===== config.mk =====
export PLATFORM = sky130hd
export DESIGN_NAME = gpx_bank_regs
export DESIGN_NICKNAME = d
export VERILOG_FILES = /design/src/rtl/gpx_pkg.sv /design/src/rtl/gpx_host_seq.sv /design/src/rtl/gpx_bank_slice.sv /design/src/rtl/gpx_bank_regs.sv
export SDC_FILE = /design/constraint.sdc
export NUM_CORES = 1
export LEC_CHECK = 0
export CORE_MARGIN = 4
export CORE_UTILIZATION = 35
export CTS_BUF_LIST = sky130_fd_sc_hd__clkbuf_4 sky130_fd_sc_hd__clkbuf_8
export DETAILED_ROUTE_END_ITERATION = 8
export PLACE_DENSITY = 0.53
export SLEW_MARGIN = 20
export SYNTH_ARGS = -nofsm -noshare
export SYNTH_HDL_FRONTEND = slang
export SYNTH_SLANG_ARGS = --single-unit

===== constraint.sdc =====
create_clock -name clk -period 5.8 [get_ports clk]
set_input_delay 0.58 -clock clk [delete_from_list [all_inputs] [get_ports clk]]
set_output_delay 0.58 -clock clk [all_outputs]
set_load 0.01 [all_outputs]

===== src/rtl/gpx_pkg.sv =====
package gpx_pkg;

    typedef enum logic [1:0] {
        RIX_INPUT  = 2'd0,
        RIX_OUTPUT = 2'd1,
        RIX_INVERT = 2'd2,
        RIX_DIR    = 2'd3
    } rix_t;

    typedef enum logic [1:0] {
        HS_IDLE   = 2'd0,
        HS_ARMED  = 2'd1,
        HS_STREAM = 2'd2
    } hs_state_t;

    localparam int AUTOINC_BIT = 7;
    localparam int BANK_BITS   = 8;

endpackage


===== src/rtl/gpx_host_seq.sv =====
module gpx_host_seq
    import gpx_pkg::*;
#(
    parameter int NBANKS = 5
) (
    input  logic                 clk,
    input  logic                 rst_n,
    input  logic                 start,
    input  logic                 stop,
    input  logic                 wr,
    input  logic                 rd,
    input  logic [7:0]           cmd,
    output logic                 acc_wr,
    output logic                 acc_rd,
    output logic                 acc_hit,
    output rix_t                 acc_rix,
    output logic [((NBANKS > 1) ? $clog2(NBANKS) : 1)-1:0] acc_bank
);
    localparam int SHIFT = $clog2(NBANKS);
    localparam int BW    = (SHIFT > 0) ? SHIFT : 1;
    localparam logic [6:0] BMASK = 7'((1 << SHIFT) - 1);
    localparam logic [6:0] NB7   = 7'(NBANKS);
    localparam logic [6:0] LAST7 = 7'(NBANKS - 1);

    hs_state_t  state, state_nx;
    logic [6:0] ptr;
    logic       ai;
    logic [6:0] reg_field, bank_field, bank_nx;
    logic       data_ev;

    // Pointer fields
    always_comb begin
        reg_field  = ptr >> SHIFT;
        bank_field = ptr & BMASK;
        bank_nx    = (bank_field >= LAST7) ? 7'd0 : bank_field + 7'd1;
    end

    assign data_ev = (state != HS_IDLE) && !start && !stop && (wr || rd);

    // Next-state logic
    always_comb begin
        state_nx = state;
        unique case (state)
            HS_IDLE:   if (start) state_nx = HS_ARMED;
            HS_ARMED: begin
                if (start)        state_nx = HS_ARMED;
                else if (stop)    state_nx = HS_IDLE;
                else if (wr || rd) state_nx = HS_STREAM;
            end
            HS_STREAM: begin
                if (start)     state_nx = HS_ARMED;
                else if (stop) state_nx = HS_IDLE;
            end
            default: state_nx = HS_IDLE;
        endcase
    end

    // State register
    always_ff @(posedge clk or negedge rst_n) begin
        if (!rst_n) state <= HS_IDLE;
        else        state <= state_nx;
    end

    // Pointer register
    always_ff @(posedge clk or negedge rst_n) begin
        if (!rst_n) begin
            ptr <= '0;
            ai  <= 1'b0;
        end else if (start) begin
            ptr <= cmd[6:0];
            ai  <= cmd[AUTOINC_BIT];
        end else if (data_ev && ai) begin
            ptr <= (reg_field << SHIFT) | bank_nx;
        end
    end

    // Outputs
    always_comb begin
        acc_wr   = data_ev && wr;
        acc_rd   = data_ev && rd && !wr;
        acc_hit  = (reg_field < 7'd4) && (bank_field < NB7);
        acc_rix  = rix_t'(reg_field[1:0]);
        acc_bank = BW'(bank_field);
    end

    p_idle_hold_r9: assert property (@(posedge clk) disable iff (!rst_n)
        (state == HS_IDLE && !start) |=> (state == HS_IDLE));
    p_start_arms_r11: assert property (@(posedge clk) disable iff (!rst_n)
        start |=> (state == HS_ARMED));
    p_ptr_hold_r8: assert property (@(posedge clk) disable iff (!rst_n)
        (data_ev && !ai) |=> $stable(ptr));
    p_bank_wrap_r7: assert property (@(posedge clk) disable iff (!rst_n)
        (data_ev && ai && bank_field == LAST7) |=> (bank_field == 7'd0));

endmodule


===== src/rtl/gpx_bank_slice.sv =====
module gpx_bank_slice
    import gpx_pkg::*;
#(
    parameter int W = 8
) (
    input  logic         clk,
    input  logic         rst_n,
    input  logic         wr_en,
    input  rix_t         wr_rix,
    input  logic [W-1:0] wdata,
    input  logic [W-1:0] pin_lvl,
    output logic [W-1:0] out_q,
    output logic [W-1:0] inv_q,
    output logic [W-1:0] dir_q,
    output logic [W-1:0] smp_q
);
    always_ff @(posedge clk or negedge rst_n) begin
        if (!rst_n) begin
            out_q <= '1;
            inv_q <= '0;
            dir_q <= '1;
        end else if (wr_en) begin
            unique case (wr_rix)
                RIX_OUTPUT: out_q <= wdata;
                RIX_INVERT: inv_q <= wdata;
                RIX_DIR:    dir_q <= wdata;
                default:    ;
            endcase
        end
    end

    always_ff @(posedge clk or negedge rst_n) begin
        if (!rst_n) smp_q <= '0;
        else        smp_q <= pin_lvl;
    end

    p_input_write_inert_r6: assert property (@(posedge clk) disable iff (!rst_n)
        (wr_en && wr_rix == RIX_INPUT) |=> ($stable(out_q) && $stable(inv_q) && $stable(dir_q)));

endmodule


===== src/rtl/gpx_bank_regs.sv =====
module gpx_bank_regs
    import gpx_pkg::*;
#(
    parameter int NBANKS = 5
) (
    input  logic                          clk,
    input  logic                          rst_n,
    input  logic                          hb_start,
    input  logic                          hb_stop,
    input  logic                          hb_wr,
    input  logic                          hb_rd,
    input  logic [7:0]                    hb_byte,
    output logic [7:0]                    hb_rdata,
    output logic                          hb_rvalid,
    input  logic [BANK_BITS*NBANKS-1:0]   pin_in,
    output logic [BANK_BITS*NBANKS-1:0]   pin_out,
    output logic [BANK_BITS*NBANKS-1:0]   pin_oe
);
    localparam int SHIFT = $clog2(NBANKS);
    localparam int BW    = (SHIFT > 0) ? SHIFT : 1;

    logic          acc_wr, acc_rd, acc_hit;
    rix_t          acc_rix;
    logic [BW-1:0] acc_bank;

    logic [7:0] out_b [NBANKS];
    logic [7:0] inv_b [NBANKS];
    logic [7:0] dir_b [NBANKS];
    logic [7:0] smp_b [NBANKS];
    logic [7:0] rd_mux;

    gpx_host_seq #(.NBANKS(NBANKS)) u_seq (
        .clk      (clk),
        .rst_n    (rst_n),
        .start    (hb_start),
        .stop     (hb_stop),
        .wr       (hb_wr),
        .rd       (hb_rd),
        .cmd      (hb_byte),
        .acc_wr   (acc_wr),
        .acc_rd   (acc_rd),
        .acc_hit  (acc_hit),
        .acc_rix  (acc_rix),
        .acc_bank (acc_bank)
    );

    for (genvar g = 0; g < NBANKS; g++) begin : g_bank
        logic sel;
        assign sel = acc_wr && acc_hit && (acc_bank == BW'(g));

        gpx_bank_slice #(.W(BANK_BITS)) u_slice (
            .clk     (clk),
            .rst_n   (rst_n),
            .wr_en   (sel),
            .wr_rix  (acc_rix),
            .wdata   (hb_byte),
            .pin_lvl (pin_in[g*BANK_BITS +: BANK_BITS]),
            .out_q   (out_b[g]),
            .inv_q   (inv_b[g]),
            .dir_q   (dir_b[g]),
            .smp_q   (smp_b[g])
        );

        assign pin_out[g*BANK_BITS +: BANK_BITS] = out_b[g];
        assign pin_oe[g*BANK_BITS +: BANK_BITS]  = ~dir_b[g];
    end

    // Read selection
    always_comb begin
        rd_mux = 8'h00;
        for (int b = 0; b < NBANKS; b++) begin
            if (acc_hit && acc_bank == BW'(b)) begin
                unique case (acc_rix)
                    RIX_INPUT:  rd_mux = smp_b[b] ^ inv_b[b];
                    RIX_OUTPUT: rd_mux = out_b[b];
                    RIX_INVERT: rd_mux = inv_b[b];
                    RIX_DIR:    rd_mux = dir_b[b];
                    default:    rd_mux = 8'h00;
                endcase
            end
        end
    end

    always_ff @(posedge clk or negedge rst_n) begin
        if (!rst_n) begin
            hb_rvalid <= 1'b0;
            hb_rdata  <= 8'h00;
        end else begin
            hb_rvalid <= acc_rd;
            if (acc_rd) hb_rdata <= rd_mux;
        end
    end

    p_rvalid_after_rd_r5: assert property (@(posedge clk) disable iff (!rst_n)
        hb_rvalid |-> $past(hb_rd));

endmodule


==> metrics.txt <==
area inside the core boundary=23800 µm²; number of antenna violations at the first check in global routing=0; area of the die=27000 µm²; largest cells by area after synthesis=sky130_fd_sc_hd__dfrtp_1 29%, sky130_fd_sc_hd__dfstp_2 25%, sky130_fd_sc_hd__mux2_2 19%; power density over the cells=242 nW/µm²; synthesis-to-layout area growth=24.4%; hold crit path type=in -> async; leakage power summed over all cells=4.26 nW; cts bufs inserted=17; antenna cells=0; Rows=56; worst-skew pair later-pin latency=470 ps; register bit total from synthesis=179; number of nets still failing antenna checks after routing=0; violation count after the first detailed-routing iteration=352; Setup Skew=12.9 ps; maximum resistive drop on vdd=0.000132 V; Final TNS setup=0 ps; Clock H-tree levels=4; Hold Slack=131 ps; critical path required time=6150 ps; Final Net Count=877; first-pass GRT wire length=37500 µm; Hold Buf Count CTS=0; kind of cell with the highest combined delay on the critical path=simple AND/OR/NAND/NOR gates; number of failing setup endpoints in the final timing report=0; clock transition time at the flip-flop clock pins of the worst setup and hold paths=90 ps; number of warnings reported in the yosys synthesis log=0; worst-path maximum fanout=62; via-per-instance ratio=5.01; clock tree from TritonCTS=done; cell with the largest stage delay on the worst path=sky130_fd_sc_hd__dfrtp_2; Synth async-reset ratio=100%; maximum number of pins on one net before global-route repair=75; number of distinct library cells after synthesis=47; standard cell area after detailed placement=10300 µm²; Crit path buffers/inverters=1; Syn Std Cell Area=8560 µm²; total wire length after detailed routing=24400 µm; most heavily used metal layer in global routing=met2; achievable frequency=329 MHz; Critical Path Sink Type=register; met3 track utilization from global routing=3.12%; Initial Util=36.0%; setup repair after global routing missed its margin=no; fraction of synthesized cell area taken by the top area cell type=28.9%; Worst Reg-to-Reg Cells=4; count of buffers inserted at the top-level ports=142; number of fill cells=2230; total via count after detailed routing=5763; critical path launch point type=register; pins over their slew limit=0; net count after synthesis=750; GR Overflow Total=0; critical-path cell list=buf_4 > nand4_4 > nor2_2 > mux2_2; post-route cell area=10600 µm²; global-route usage over all layers=18.4%; wire per inst=21.2 µm; primary flip-flop cell chosen by synthesis mapping=sky130_fd_sc_hd__dfrtp_1; delay of the slowest cell on the worst path=750 ps; y dimension of the die=164 µm; startpoint-to-endpoint class of the critical path=reg -> reg; count of instances resized after the clock tree is built=0; number of design rule violations left after detail routing=0; number of hold violations in the final report=0; first-pass iteration count of the detailed router=4; Avg Inst Size Synth=12.4 µm²; Post-Synthesis Cells=691; deepest clock path buffer count=2; Chip Width=164 µm; number of synthesized flops with an enable pin=0; min Tclk post-route=3040 ps; Post-CTS Setup Repair Bufs=0; detailed placer's ending HPWL=16500 µm; transition at the pin with the smallest max-transition slack=1030 ps; Slew Limit Headroom=31.2%; library cell with the highest instance count after synthesis=sky130_fd_sc_hd__mux2_2; area occupied by registers=4580 µm²; share of the cycle needed by the critical path after routing=52.4%; I/O pins=143; total area of multi-input combinational cells=3650 µm²; routing usage on met1=25.0%; gpl congestion=0.803; layout cells sized above 1=34.4%; met2 layer usage reported by global route=30.7%; number of stages on the worst setup path=4; arrival time worst endpoint=3390 ps; Maximum Capacitance Violations=0; sequential fraction of the synthesis area=53.5%; cell at the root of the clock tree=sky130_fd_sc_hd__clkbuf_8; most area-hungry cell type in the Yosys netlist=sky130_fd_sc_hd__dfrtp_1; # clock sinks=179; via count of the first global-routing pass=6115; Commonest cells post-synth=146 x sky130_fd_sc_hd__mux2_2, 99 x sky130_fd_sc_hd__dfrtp_1, 80 x sky130_fd_sc_hd__dfstp_2; outcome=finished, final reports clean
## final cells by class
type / instances / share of cell area [%]
multi-input cells: 429 / 34.3
well taps: 319 / 3.75
flip-flops and latches: 179 / 43.0
repair buffers: 147 / 13.7
clock buffers: 22 / 2.73
clock inverters: 10 / 0.928
inverters: 44 / 1.55
## final timing paths
check / startpoint / to / slack [ps]
worst max-delay path: u_seq.ptr[4]$_DFFE_PN0P_ / g_bank[0].u_slice.inv_q[6]$_DFFE_PN0P_ / 2760
worst min-delay path: rst_n / g_bank[1].u_slice.smp_q[1]$_DFF_PN0_ / 130
worst max register to register: u_seq.ptr[4]$_DFFE_PN0P_ / g_bank[0].u_slice.inv_q[6]$_DFFE_PN0P_ / 2760
worst min register to register: u_seq.state[1]$_DFFE_PN0P_ / u_seq.state[0]$_DFFE_PN0P_ / 520
max in group asynchronous: rst_n / g_bank[3].u_slice.inv_q[5]$_DFFE_PN0P_ / 4410
min in group clk: u_seq.state[1]$_DFFE_PN0P_ / u_seq.state[0]$_DFFE_PN0P_ / 520
## cells by family (layout without fill, tap and decap cells)
family | Yosys count | after routing | synth area share, %
DFF | 179 | 179 | 53.5
buffers and inverters | 83 | 223 | 3.90
AOI/OAI and AO/OA | 95 | 95 | 6.81
and+or+nand+nor | 121 | 121 | 9.03
muxes | 170 | 170 | 22.1
adders and majority gates | 5 | 5 | 0.731
xor gates and xnor gates | 38 | 38 | 3.89
## sequential cells by signal (all words and copies together) (netlist names)
name and flops:
g_bank.u_slice.smp_q 40, u_seq.state 2, g_bank.u_slice.inv_q 40, g_bank.u_slice.dir_q 40
u_seq.ptr 7, g_bank.u_slice.out_q 40, u_seq.ai 1, hb_rdata 8
hb_rvalid 1
## report_power, final
part           total (mW)  internal [mW]  switching (mW)  leakage (nW)
Clock               0.863          0.386           0.476         0.185
Combinational       0.347          0.167           0.180          2.00
Sequential           1.37           1.32          0.0506          2.08
## metrics by stage
stage                     utilization, %  total power, mW  setup slack, ps  std cells
after floorplan                        -             1.55             3800        691
after global placement              43.2             1.73             2730       1118
after detailed placement            43.2             1.74             2660       1118
after CTS                           44.8             2.60             2750       1150
after global routing                44.8             2.68             2600       1150
final                               44.8             2.58             2760       1150
## cell usage in the layout, fill, tap and decap left out, types with 3 or more instances in the layout
master	Yosys	routed
sky130_fd_sc_hd__nand2b_1	21	21
sky130_fd_sc_hd__nor2_4	7	7
sky130_fd_sc_hd__a21oi_1	31	31
sky130_fd_sc_hd__and2_1	3	3
sky130_fd_sc_hd__o2111ai_1	4	4
sky130_fd_sc_hd__clkinvlp_4	0	5
sky130_fd_sc_hd__o211a_1	3	3
sky130_fd_sc_hd__nand2_2	3	3
sky130_fd_sc_hd__ha_1	5	5
sky130_fd_sc_hd__mux2i_1	15	15
sky130_fd_sc_hd__nand2_1	28	28
sky130_fd_sc_hd__mux2_1	9	9
sky130_fd_sc_hd__dfrtp_1	99	98
sky130_fd_sc_hd__nor4b_1	3	3
sky130_fd_sc_hd__mux2_2	146	146
sky130_fd_sc_hd__o311ai_0	3	3
sky130_fd_sc_hd__xnor2_1	38	38
sky130_fd_sc_hd__nor2b_1	29	29
sky130_fd_sc_hd__dfstp_2	80	80
sky130_fd_sc_hd__buf_4	1	5
sky130_fd_sc_hd__o211ai_1	12	12
sky130_fd_sc_hd__nor2_1	8	8
sky130_fd_sc_hd__clkdlybuf4s50_1	0	141
sky130_fd_sc_hd__inv_1	44	44
sky130_fd_sc_hd__nor3_2	3	3
sky130_fd_sc_hd__clkbuf_8	0	20
sky130_fd_sc_hd__o21ai_0	29	29
## worst reg2reg max path, stage by stage, from the launching register on
cell and delay (ps):
sky130_fd_sc_hd__dfrtp_2 750, sky130_fd_sc_hd__buf_4 750, sky130_fd_sc_hd__nand4_4 330, sky130_fd_sc_hd__nor2_2 680, sky130_fd_sc_hd__mux2_2 420
## layer usage
| layer | share of wire [%] | up-vias |
|---|---|---|
| li1 | - | 2639 |
| met1 | 45 | 2984 |
| met2 | 49 | 121 |
| met3 | 3.8 | 19 |
| met4 | 1.3 | 0 |
| met5 | 0 | - |
Note: power is estimated with default switching activity, not from simulation.
